[config.mk]
export PLATFORM = sky130hd
export DESIGN_NAME = rrdma_port
export DESIGN_NICKNAME = d
export VERILOG_FILES = /design/src/rtl/rrdma_pkg.sv /design/src/rtl/rrdma_hs.sv /design/src/rtl/rrdma_ptr.sv /design/src/rtl/rrdma_pio.sv /design/src/rtl/rrdma_port.sv
export SDC_FILE = /design/constraint.sdc
export NUM_CORES = 1
export LEC_CHECK = 0
export ABC_AREA = 1
export BUFFER_PORTS_ARGS = -buffer_cell sky130_fd_sc_hd__buf_2
export CORE_MARGIN = 2
export CORE_UTILIZATION = 35
export CTS_CLUSTER_DIAMETER = 80
export DETAILED_ROUTE_END_ITERATION = 10
export SYNTH_ARGS = -nofsm -noshare
export SYNTH_HDL_FRONTEND = slang
export SYNTH_HIERARCHICAL = 1
export SYNTH_SLANG_ARGS = --single-unit
[constraint.sdc]
create_clock -name clk -period 3.56 [get_ports clk]
set_input_delay 0.356 -clock clk [delete_from_list [all_inputs] [get_ports clk]]
set_output_delay 0.356 -clock clk [all_outputs]
set_load 0.05 [all_outputs]
[src/rtl/rrdma_pkg.sv]
package rrdma_pkg;
    typedef enum logic {HS_IDLE, HS_REQ} hs_state_e;
    typedef enum logic {BLK_FREE, BLK_HELD} blk_state_e;
endpackage

[src/rtl/rrdma_hs.sv]
module rrdma_hs
    import rrdma_pkg::*;
(
    input  logic clk,
    input  logic rst_n,
    input  logic avail_nxt,
    input  logic dma_ack,
    output logic dma_req,
    output logic peer_xfer
);
    hs_state_e state_q, state_n;

    always_ff @(posedge clk) begin
        if (!rst_n) state_q <= HS_IDLE;
        else        state_q <= state_n;
    end

    always_comb begin
        state_n = state_q;
        unique case (state_q)
            HS_IDLE: if (avail_nxt)  state_n = HS_REQ;
            HS_REQ:  if (!avail_nxt) state_n = HS_IDLE;
        endcase
    end

    always_comb begin
        dma_req   = (state_q == HS_REQ);
        peer_xfer = dma_req & dma_ack;
    end

    // request withdrawn right after the final movable word
    assert_req_drop_R3: assert property (@(posedge clk) disable iff (!rst_n)
        (peer_xfer && !avail_nxt) |=> !dma_req);
endmodule

[src/rtl/rrdma_ptr.sv]
module rrdma_ptr
    import rrdma_pkg::*;
#(
    parameter int DEPTH = 16,
    localparam int AW = $clog2(DEPTH),
    localparam int PW = AW + 1
) (
    input  logic          clk,
    input  logic          rst_n,
    input  logic          mode_rd,
    input  logic          peer_xfer,
    input  logic          near_go,
    input  logic          cmd_mark,
    input  logic          cmd_replay,
    input  logic          cmd_release,
    output logic          near_ok,
    output logic          avail_nxt,
    output logic [AW-1:0] near_addr,
    output logic [AW-1:0] peer_addr
);
    localparam logic [PW-1:0] FULL = PW'(DEPTH);
    localparam logic [PW-1:0] ONE  = PW'(1);

    logic [PW-1:0] rd_q, wr_q, mk_q, rd_n, wr_n, mk_n;
    logic [PW-1:0] peer_ptr, near_ptr, base;
    blk_state_e    blk_q, blk_n;
    logic          held, near_do;

    always_ff @(posedge clk) begin
        if (!rst_n) begin
            rd_q  <= '0;
            wr_q  <= '0;
            mk_q  <= '0;
            blk_q <= BLK_FREE;
        end else begin
            rd_q  <= rd_n;
            wr_q  <= wr_n;
            mk_q  <= mk_n;
            blk_q <= blk_n;
        end
    end

    always_comb begin
        held     = (blk_q == BLK_HELD);
        peer_ptr = mode_rd ? rd_q : wr_q;
        near_ptr = mode_rd ? wr_q : rd_q;
        base     = held ? mk_q : peer_ptr;
        near_ok  = mode_rd ? (PW'(wr_q - base) != FULL) : (base != rd_q);
        near_do  = near_go & near_ok;
        near_addr = near_ptr[AW-1:0];
        peer_addr = peer_ptr[AW-1:0];
    end

    always_comb begin
        rd_n  = rd_q;
        wr_n  = wr_q;
        mk_n  = mk_q;
        blk_n = blk_q;
        if (mode_rd) begin
            if (cmd_replay && held) rd_n = mk_q;
            else if (peer_xfer)     rd_n = rd_q + ONE;
            if (near_do)            wr_n = wr_q + ONE;
        end else begin
            if (cmd_replay && held) wr_n = mk_q;
            else if (peer_xfer)     wr_n = wr_q + ONE;
            if (near_do)            rd_n = rd_q + ONE;
        end
        unique case (blk_q)
            BLK_FREE: if (cmd_mark && !cmd_release) begin
                blk_n = BLK_HELD;
                mk_n  = peer_ptr;
            end
            BLK_HELD: begin
                if (cmd_release)   blk_n = BLK_FREE;
                else if (cmd_mark) mk_n  = peer_ptr;
            end
        endcase
        avail_nxt = mode_rd ? (wr_n != rd_n) : (PW'(wr_n - rd_n) != FULL);
    end

    assert_no_underrun_R3: assert property (@(posedge clk) disable iff (!rst_n)
        (mode_rd && peer_xfer) |-> (wr_q != rd_q));
    assert_no_overrun_R3: assert property (@(posedge clk) disable iff (!rst_n)
        (!mode_rd && peer_xfer) |-> (PW'(wr_q - rd_q) != FULL));
    assert_block_kept_R6: assert property (@(posedge clk) disable iff (!rst_n)
        (mode_rd && held) |-> (PW'(wr_q - mk_q) <= FULL));
    assert_reread_R7: assert property (@(posedge clk) disable iff (!rst_n)
        (mode_rd && held && cmd_replay) |=> (rd_q == $past(mk_q)));
    assert_rewrite_R8: assert property (@(posedge clk) disable iff (!rst_n)
        (!mode_rd && held && cmd_replay) |=> (wr_q == $past(mk_q)));
    assert_release_R9: assert property (@(posedge clk) disable iff (!rst_n)
        cmd_release |=> (blk_q == BLK_FREE));
endmodule

[src/rtl/rrdma_pio.sv]
module rrdma_pio #(
    parameter int NPIO = 6
) (
    input  logic            clk,
    input  logic            rst_n,
    input  logic            cfg_wr,
    input  logic            cfg_sel,
    input  logic [NPIO-1:0] cfg_wdata,
    input  logic [NPIO-1:0] gpio_in,
    output logic [NPIO-1:0] cfg_rdata,
    output logic [NPIO-1:0] gpio_out,
    output logic [NPIO-1:0] gpio_oe
);
    logic [NPIO-1:0] dir_q, val_q;

    always_ff @(posedge clk) begin
        if (!rst_n) begin
            dir_q <= '0;
            val_q <= '0;
        end else if (cfg_wr) begin
            if (cfg_sel) val_q <= cfg_wdata;
            else         dir_q <= cfg_wdata;
        end
    end

    always_comb begin
        gpio_oe   = dir_q;
        gpio_out  = val_q;
        cfg_rdata = cfg_sel ? ((val_q & dir_q) | (gpio_in & ~dir_q)) : dir_q;
    end

    assert_dir_write_R10: assert property (@(posedge clk) disable iff (!rst_n)
        (cfg_wr && !cfg_sel) |=> (gpio_oe == $past(cfg_wdata)));
    assert_val_write_R10: assert property (@(posedge clk) disable iff (!rst_n)
        (cfg_wr && cfg_sel) |=> (gpio_out == $past(cfg_wdata)));
endmodule

[src/rtl/rrdma_port.sv]
module rrdma_port #(
    parameter int DEPTH = 16,
    parameter int W     = 18,
    parameter int NPIO  = 6,
    localparam int AW   = $clog2(DEPTH)
) (
    input  logic            clk,
    input  logic            rst_n,
    input  logic            mode_rd,
    output logic            dma_req,
    input  logic            dma_ack,
    input  logic [W-1:0]    peer_wdata,
    output logic [W-1:0]    peer_rdata,
    input  logic            near_go,
    output logic            near_ok,
    output logic [AW-1:0]   near_addr,
    output logic [AW-1:0]   peer_addr,
    output logic            mem_we,
    output logic [W-1:0]    mem_wdata,
    input  logic [W-1:0]    mem_rdata,
    input  logic            cmd_mark,
    input  logic            cmd_replay,
    input  logic            cmd_release,
    input  logic            cfg_wr,
    input  logic            cfg_sel,
    input  logic [NPIO-1:0] cfg_wdata,
    output logic [NPIO-1:0] cfg_rdata,
    input  logic [NPIO-1:0] gpio_in,
    output logic [NPIO-1:0] gpio_out,
    output logic [NPIO-1:0] gpio_oe
);
    logic avail_nxt, peer_xfer;

    rrdma_hs u_hs (
        .clk       (clk),
        .rst_n     (rst_n),
        .avail_nxt (avail_nxt),
        .dma_ack   (dma_ack),
        .dma_req   (dma_req),
        .peer_xfer (peer_xfer)
    );

    rrdma_ptr #(.DEPTH(DEPTH)) u_ptr (
        .clk         (clk),
        .rst_n       (rst_n),
        .mode_rd     (mode_rd),
        .peer_xfer   (peer_xfer),
        .near_go     (near_go),
        .cmd_mark    (cmd_mark),
        .cmd_replay  (cmd_replay),
        .cmd_release (cmd_release),
        .near_ok     (near_ok),
        .avail_nxt   (avail_nxt),
        .near_addr   (near_addr),
        .peer_addr   (peer_addr)
    );

    rrdma_pio #(.NPIO(NPIO)) u_pio (
        .clk       (clk),
        .rst_n     (rst_n),
        .cfg_wr    (cfg_wr),
        .cfg_sel   (cfg_sel),
        .cfg_wdata (cfg_wdata),
        .gpio_in   (gpio_in),
        .cfg_rdata (cfg_rdata),
        .gpio_out  (gpio_out),
        .gpio_oe   (gpio_oe)
    );

    always_comb begin
        mem_we     = peer_xfer & ~mode_rd;
        mem_wdata  = peer_wdata;
        peer_rdata = mem_rdata;
    end

    // storage write strobe only with a granted write-mode transfer
    assert_we_R4: assert property (@(posedge clk) disable iff (!rst_n)
        mem_we |-> (dma_req && dma_ack && !mode_rd));
endmodule

# [Word level (Yosys, flattened, before mapping)]
# Index checks and enable logic that the tools add are counted.
# W data, S select, Z words.
[op_classes] addsub=4 eq_ne=7 mux=22 n_bitwise=10 n_reduce_logical=6
[op_table] cell="$mux W5" count=13
[op_table] cell="$and A6 B6 Y6" count=2
[op_table] cell="$add A5 B1 Y5 const B" count=2
[op_table] cell="$ne A5 B5 Y1" count=2
[op_table] cell="$ne A5 B5 Y1 const B" count=2
[op_table] cell="$pmux W5 S2" count=1
[op_table] cell="$sub A5 B5 Y5" count=2
[op_table] cell="$mux W6" count=1
[op_table] cell="$not A6 Y6" count=1
[op_table] cell="$or A6 B6 Y6" count=1
[op_table] cell="$mux W1" count=5
[op_table] cell="$mux W4" count=1
[op_table] cell="$ne A2 B2 Y1 const B" count=2
[op_table] cell="$reduce_and A2 Y1" count=2
[op_table] cell="$and A1 B1 Y1" count=3
[op_table] cell="$not A1 Y1" count=3
[op_table] cell="$reduce_and A3 Y1" count=1
[op_table] cell="$logic_and A1 B1 Y1" count=2
[op_table] cell="$ne A2 B1 Y1 const B" count=1
[op_table] cell="$pmux W1 S2" count=1
[op_table] cell="$logic_not A1 Y1" count=1
[totals] regBits=29 in_bits=58 output_inout_bits=65

# [Logic depth before layout (Yosys ltp)]
# Gate-level depths: netlist of the first run.
[logic_depth] word_depth=12 ltp_mapped=31 depth_no_buf=30

# [Cells and area by module]
# The synthesis of the first run kept the hierarchy.
[by_module_without_submodules] module="rrdma_ptr" n_inst=1 cells_per_inst=307 area_each_um2=1868.0
[by_module_without_submodules] module="rrdma_pio" n_inst=1 cells_per_inst=86 area_each_um2=559.3
[by_module_without_submodules] module="rrdma_port" n_inst=1 cells_per_inst=38 area_each_um2=280.3
[by_module_without_submodules] module="rrdma_hs" n_inst=1 cells_per_inst=5 area_each_um2=35.0

# [Worst setup path after synthesis of the first run]
# Ideal clock, no wire load.
[synth_timing] kind="input-to-reg" start="input mode_rd" end="register u_hs.state_q, in the netlist u_hs/dma_req" arrival_time_ps=3401 t_required_ps=3451 path_slack_ps=50 path_stages=30 n_path_buf=1 path_cell_list="buf_6 > inv_4 > nand2_2 > nand3_2 > nand2_1 > ha_1 > a21oi_1 > nand2_1 > nand2_1 > nand2_1 > nor2_1 > nand3_2 > nand3_4 > inv_4 > nand2_1 > o211ai_2 > nand2_1 > inv_1 > ha_1 > a21oi_1 > o21bai_1 > xor2_1 > nor3_1 > nand2_1 > o22ai_1 > inv_1 > nand3_1 > nand2_1 > nand2_1 > inv_1"
[synth_via] elab_chain_cells=12 elab_cells_between_ends=16 classes_between="add/sub: 2; eq/ne: 4; mux: 9; bitwise: 1"
[synth_rtl] item="start: declaration" line_no="rrdma_port.sv:9" text="input logic mode_rd,"
[synth_rtl] item="$mux W5" line_no="rrdma_ptr.sv:45" text="peer_ptr = mode_rd ? rd_q : wr_q;"
[synth_rtl] item="$mux W5" line_no="rrdma_ptr.sv:47" text="base = held ? mk_q : peer_ptr;"
[synth_rtl] item="$sub A5 B5 Y5" line_no="rrdma_ptr.sv:48" text="near_ok = mode_rd ? (PW'(wr_q - base) != FULL) : (base != rd_q);"
[synth_rtl] item="$ne A5 B5 Y1" line_no="rrdma_ptr.sv:48"
[synth_rtl] item="$mux W1" line_no="rrdma_ptr.sv:48"
[synth_rtl] item="$and A1 B1 Y1" line_no="rrdma_ptr.sv:49" text="near_do = near_go & near_ok;"
[synth_rtl] item="$mux W5" line_no="rrdma_ptr.sv:62" text="if (near_do) wr_n = wr_q + ONE;"
[synth_rtl] item="$mux W5 (*)" line_no="rrdma_ptr.sv:59" text="if (mode_rd) begin"
[synth_rtl] item="named net u_ptr.wr_n[1]" line_no="rrdma_ptr.sv:24" text="logic [PW-1:0] rd_q, wr_q, mk_q, rd_n, wr_n, mk_n;"
[synth_rtl] item="$sub A5 B5 Y5" line_no="rrdma_ptr.sv:78" text="avail_nxt = mode_rd ? (wr_n != rd_n) : (PW'(wr_n - rd_n) != FULL);"
[synth_rtl] item="$ne A5 B5 Y1" line_no="rrdma_ptr.sv:78"
[synth_rtl] item="$mux W1 (*)" line_no="rrdma_ptr.sv:78"
[synth_rtl] item="named net avail_nxt" line_no="rrdma_port.sv:32" text="logic avail_nxt, peer_xfer;"
[synth_rtl] item="$mux W1 (*)" line_no="rrdma_hs.sv:21, rrdma_hs.sv:22"
[synth_rtl] item="end signal: assignment" line_no="rrdma_hs.sv:15" text="else state_q <= state_n;"
[synth_rtl] item="end: declaration" line_no="rrdma_hs.sv:11" text="hs_state_e state_q, state_n;"
# The timed path passes the listed nets; every way through them passes the cells marked *.
# A chain may end at the register's enable or synchronous reset.

# [Worst setup path in the final report of the first run]
[layout_timing] start="register u_ptr.blk_q" end="register u_hs.state_q, in the netlist u_hs/dma_req"
[layout_via] elab_chain_cells=11 elab_cells_between_ends=18 classes_between="add/sub: 2; eq/ne: 4; mux: 10; bitwise: 1; reduce/logical: 1"
[layout_rtl] item="start: declaration" line_no="rrdma_ptr.sv:26" text="blk_state_e blk_q, blk_n;"
[layout_rtl] item="start signal: assignment" line_no="rrdma_ptr.sv:39" text="blk_q <= blk_n;"
[layout_rtl] item="$mux W5" line_no="rrdma_ptr.sv:47"
[layout_rtl] item="$sub A5 B5 Y5" line_no="rrdma_ptr.sv:48"
[layout_rtl] item="$ne A5 B5 Y1" line_no="rrdma_ptr.sv:48"
[layout_rtl] item="$mux W1" line_no="rrdma_ptr.sv:48"
[layout_rtl] item="$and A1 B1 Y1" line_no="rrdma_ptr.sv:49"
[layout_rtl] item="$mux W5, on equally long branches" line_no="rrdma_ptr.sv:62, rrdma_ptr.sv:66"
[layout_rtl] item="$mux W5" line_no="rrdma_ptr.sv:59"
[layout_rtl] item="$sub A5 B5 Y5" line_no="rrdma_ptr.sv:78"
[layout_rtl] item="$ne A5 B5 Y1" line_no="rrdma_ptr.sv:78"
[layout_rtl] item="$mux W1 (*)" line_no="rrdma_ptr.sv:78"
[layout_rtl] item="named net avail_nxt" line_no="rrdma_port.sv:32"
[layout_rtl] item="$mux W1 (*)" line_no="rrdma_hs.sv:21, rrdma_hs.sv:22"
# Marked as above.

==> metrics.txt, run 1 <==
TritonCTS buffer count=5; Worst Skew=between 0.009 and 0.01 ns; crit share post-route=94.9%; share of layout cells above drive strength 1=between 30 and 40%; DIE HEIGHT=just over 90 um; Initial Utilization=between 30% and 40%; Yosys reg bits=29; vias=2935; CP endpoint kind=register; slew at the pin closest to its max-slew limit=roughly 0.45 ns; Diodes inserted=0; mux share of post-synthesis cell area=0%; final setup vio count=0; Hold/Removal Path Class=in -> reg; metal3 WL=between 400 and 500 um; kind of cell adding the most delay to the critical path=simple AND/OR/NAND/NOR gates; first-pass GRT wire length=12900 um; GRT overflow=0; Worst-Skew Late Latency=slightly below 0.3 ns; Top Metal Used=met4; maximum capacitance violations=0; critical path's largest stage delay=between 0.3 and 0.4 ns; Async S/R FF share, synth=0%; P per Cell Area=451 mW/mm^2; initial antenna violation count=0; Die X-Extent=around 93 um; area share of fa/ha/maj cells after synthesis=under 10%; Vias/cell=around 5; DRT Pass-1 Iters=4; most used cell, CP=nand2_1; Final Hold Vio Count=0; Leak=1.72 nW; Avg WL per Cell=between 10 and 15 um; Post-synth EDFFs=0; post-synthesis xor/xnor area fraction=between 2 and 3%; Worst EP required=3.75 ns; top cell type's share of synthesized area=roughly a fifth; Worst setup SP type=register; clock root buffer=clkbuf_8; final net count=~550; r2r setup slk=around 0.18 ns; setup TNS=0 ns; fmax=between 200 and 300 MHz; outcome=finished clean; Critical Path AT=roughly 3.6 ns; most frequent cells in the layout=nand2_1, buf_2, buf_4; mapped cell area=around 0.0027 sq mm; ys flop type=dfxtp_1; complex-gate fraction of the synthesized area=between 10% and 20%; number of global-route vias before repair=between 2000 and 3000; I/O pins=123; crit path max fanout=8; Syn. warnings=6; dominant cell type by area after synthesis=dfxtp_1; DRC=0; placed insts=approximately 580; Synth Net Count=about 510; Die ar.=0.00856 sq mm; non-filler instance count after layout=about 600; Synth Area in Simple Gates=33.9%; Buf+Inv Stages, Crit Path=6; top cells by area, synth=dfxtp_1, nand2_1, buf_4; DPL Wire Length=5940 um; Max Root-Sink Buffers=2; CP Class=reg -> reg; GRT Resource Usage Total=18.6%; final antenna-violating net count=0; core area=around 0.0076 sq mm; CTS sink count=29; Cells after Synth=approximately 440; sequential element share of the synthesized area=21.2%; WL final=around 8000 um; pin count of the biggest net entering global routing=31; syn_area_per_cell=roughly 6.3 sq um; Synth-to-Final Area Change=26.4%; largest family of logic cells by synthesized area=simple AND/OR/NAND/NOR gates; fin. max-slew vios=0; Period minus WS final=approximately 3.4 ns; H-tree depth=2; CTS clk-pin slew, worst paths=around 0.070 ns; Metal-1 WL=approximately 3300 um; max_slew headroom=70.2%; drt initial violations=125; RSZ-0062 raised after global routing=yes; commonest non-fill, non-tap cell in the layout=nand2_1; IO Port Bufs=50; Rows=32; Slowest-stage cell, CP=dfxtp_4; post-synth cell types=36; metal2 WL=just under 4000 um; CTS tree=built; Final Wtd Congestion=~0.87; VDD IR max=~0.22 mV
-- worst paths after layout --
check | from | end | cells after the start
setup reg to reg | u_ptr/blk_q | u_hs/dma_req | 28
setup / recovery | u_ptr/blk_q | u_hs/dma_req | 28
hold reg to reg | u_ptr/mk_q[0] | u_ptr/mk_q[0] | 2
hold / removal | cmd_release | u_ptr/blk_q | 2
-- power by group --
group | leakage, nW | switching [W] | internal [W]
Sequential | 0.241 | 0.0000239 | 0.000354
Combinational | 1.43 | 0.000498 | 0.000321
Clock | 0.0574 | 0.000139 | 0.000227
Total | 1.72 | 0.000661 | 0.000902
-- kinds of logic (layout without fill, tap and decap cells) --
family,after synthesis,count (layout)
AO/OA/AOI/OAI,79,79
XOR/XNOR,9,9
adder cells (fa/ha/maj),11,11
buffers and inverters,104,154
flip-flops,29,29
AND/OR/NAND/NOR,204,204
-- final cells by class --
type,count,area [sq um]
fill,801,4180
tap,102,128
inverter,51,204
clock inverter,2,37.5
multi-input combinational,303,1830
sequential,29,588
clock buffer,6,82.6
timing repair buffer,95,601
-- sequential cells by signal (all words and copies together), names as in the netlist --
name / cells
u_pio/gpio_oe: 6
u_pio/gpio_out: 6
u_ptr/mk_q: 5
u_ptr/rd_q: 5
u_ptr/wr_q: 5
u_hs/dma_req: 1
u_ptr/blk_q: 1
-- cells in the mapped netlist, drive strengths merged, types with 2 or more instances --
cell / count
a21oi: 40
buf: 49
clkbuf: 4
dfxtp: 29
ha: 11
inv: 50
nand2: 104
nand3: 50
nand4: 3
nor2: 41
nor3: 4
o211ai: 6
o21ai: 28
xnor2: 2
xor2: 7
-- what timing repair did --
action                                  in CTS  in global routing
resized for setup                            2                 53
buffers inserted                             0                  2
hold buffers                                 0                  0
hold endpoints to repair                     0                  0
pin swaps                                    1                 22
endpoints found under the setup margin       1                  1
gates cloned                                 0                  0
-- through the flow --
step                utilization, %  power [W]  instance area (sq um)  hold WS (ns)  worst slack (ns)
finish                        45.3    0.00156                   3470         0.231             0.183
global route                  45.3    0.00167                   3470         0.247           -0.0860
CTS                           42.0    0.00146                   3210         0.238            0.0204
detailed placement            40.3    0.00108                   3080         0.498            -0.188
global placement              40.3    0.00107                   3080         0.490           -0.0416
floorplan                        -   0.000977                   2740         0.435            0.0502
-- per-layer routing --
layer	vias to the layer above	GRT usage [%]
met1	1342	22.1
li1	1478	-
met4	0	6.47
met5	-	0
met2	99	32.4
met3	16	4.64
Power figures use the tool's default switching activity.
==> run 2, diff against run 1 <==
--- a/config.mk
+++ b/config.mk
@@ -11,6 +11,7 @@
 export CORE_UTILIZATION = 35
 export CTS_CLUSTER_DIAMETER = 80
 export DETAILED_ROUTE_END_ITERATION = 10
+export REMOVE_ABC_BUFFERS = 1
 export SYNTH_ARGS = -nofsm -noshare
 export SYNTH_HDL_FRONTEND = slang
 export SYNTH_HIERARCHICAL = 1
==> run 2 against run 1 <==
  * Combinational power hardly changed
  * Clock-buffer cell count is 1 lower
  * First-iteration DRC count rose by 98%
  * Worst hold slack better by 0.0012 ns
  * Critical path depth unchanged
  * Power grew 3.4%
  * Sequential share of layout area about the same
  * Critical path type unchanged
==> metrics.txt, run 2 (same netlist as run 1, synthesis figures left out) <==
power consumption=about 0.0016 W; worst slack, placed=-0.251 ns; Max Root-Sink Buffers=2; Sequential Power Share=23.4%; CP Class=reg -> reg; final design utilization=between 40% and 50%; worst hold margin=approximately 0.23 ns; Final Wtd Congestion=about 0.91; Diodes inserted=0; pin count of the biggest net entering global routing=21; most frequent cells in the layout=nand2_1, buf_2, buf_4; CTS clk-pin slew, worst paths=roughly 0.070 ns; number of global-route vias before repair=2682; Worst setup SP type=register; initial antenna violation count=0; share of layout cells above drive strength 1=between 30 and 40%; Period minus WS final=between 3 and 4 ns; Leak=about 1.7 nW; GRT Resource Usage Total=between 20% and 30%; P_int=approximately 0.00095 W; Final Hold Vio Count=0; CP endpoint kind=register; max_slew headroom=a little over two thirds; clock root buffer=clkbuf_8; fin. max-slew vios=0; Synth-to-Final Area Change=26.3%; crit path max fanout=5; Initial Utilization=35.9%; Die X-Extent=just over 90 um; DRC=0; Worst-Skew Late Latency=about 0.28 ns; power share of the combinational group=50.7%; sw power=between 0.0006 and 0.0007 W; drt initial violations=247; DIE HEIGHT=about 93 um; DRT Pass-1 Iters=4; vias=slightly above 3000; GRT overflow=0; Slowest-stage cell, CP=dfxtp_4; final net count=about 560; commonest non-fill, non-tap cell in the layout=nand2_1; Hold/Removal Path Class=in -> reg; critical path's largest stage delay=0.37 ns; Rows=32; maximum capacitance violations=0; outcome=finished clean; Die ar.=approximately 0.0086 sq mm; CTS tree=built; Worst Skew=around 0.0027 ns; Critical Path AT=around 3.6 ns; WL final=9460 um; final antenna-violating net count=0; Vias/cell=around 5.2; final setup vio count=0; I/O pins=123; H-tree depth=2; DPL Wire Length=a little under 7000 um; Worst EP required=around 3.8 ns; clock share of power=between 20% and 30%; Avg WL per Cell=16.0 um; final worst-path setup slack=0.131 ns; first-pass GRT wire length=14200 um; IO Port Bufs=50; P per Cell Area=466 mW/mm^2; slew at the pin closest to its max-slew limit=between 0.4 and 0.5 ns; core area=about 0.0076 sq mm; crit share post-route=slightly below 100%; CTS sink count=29; Sw Ratio=about 41%; TritonCTS buffer count=5; most used cell, CP=nand2_1; fmax=between 200 and 300 MHz; VDD IR max=between 0.2 and 0.25 mV
[run 2: changes by cell type in the layout (fill, tap and decap cells not counted), sizes merged]
cell,change
buf,+2
bufinv,+1
clkbuf,-1
clkinv,+1
clkinvlp,-1
[run 2: cell type report]
cell class,count,area [sq um]
Inverter,51,206
Clock inverter,3,65.1
Clock buffer,5,68.8
Sequential cell,29,587
Multi-Input combinational cell,303,1800
Timing Repair Buffer,97,614
Tap cell,102,128
Fill cell,797,4180
[run 2: timing repair]
item	in CTS	in global routing
setup endpoints to repair	1	1
gates resized for setup	4	47
setup buffers	0	8
pin swaps	0	22
hold buffers	0	0
[run 2: critical path, delay by kind of cell (launching register included)]
| family | cells | cell delay, ns |
|---|---|---|
| AND/OR/NAND/NOR | 15 | 1.25 |
| adder cells (fa/ha/maj) | 2 | 0.55 |
| AO/OA/AOI/OAI | 5 | 0.55 |
| buffers and inverters | 5 | 0.47 |
| flip-flops | 1 | 0.37 |
| XOR/XNOR | 1 | 0.17 |
[run 2: power groups by stage]
| stage | Combinational, W | Sequential [W] | Clock [W] |
|---|---|---|---|
| 2_1_floorplan | 0.000419 | 0.000426 | 0 |
| 3_3_place_gp | 0.000671 | 0.000383 | 0 |
| 3_5_place_dp | 0.000682 | 0.000383 | 0 |
| 4_1_cts | 0.000699 | 0.000376 | 0.000431 |
| 5_1_grt | 0.000890 | 0.000381 | 0.000440 |
| 6_report | 0.000818 | 0.000378 | 0.000420 |
[run 2: path summary, 6_finish.rpt]
kind | startpoint | end | slack, ns | cells after the start
setup reg to reg | u_ptr/blk_q | u_hs/dma_req | 0.13 | 28
setup / recovery | u_ptr/blk_q | u_hs/dma_req | 0.13 | 28
hold reg to reg | u_ptr/mk_q[0] | u_ptr/mk_q[0] | 0.50 | 2
hold / removal | cmd_release | u_ptr/blk_q | 0.23 | 2
[run 2: per-layer routing]
| metal | part of all wire (%) | up-vias | global-route usage (%) |
|---|---|---|---|
| li1 | - | 1481 | - |
| met4 | 1.6 | 0 | 4.23 |
| met2 | 44 | 160 | 31.7 |
| met3 | 12 | 18 | 10.3 |
| met1 | 42 | 1403 | 26.8 |
| met5 | 0 | - | 6.41 |
[run 2: metrics by stage]
stage | TNS (ns) | cell area (sq um) | std cells
after floorplan | 0 | 2370 | 383
after global placement | -0.130 | 3040 | 574
after detailed placement | -0.251 | 3040 | 574
after CTS | 0 | 3190 | 582
after global routing | -0.0434 | 3460 | 590
final | 0 | 3460 | 590
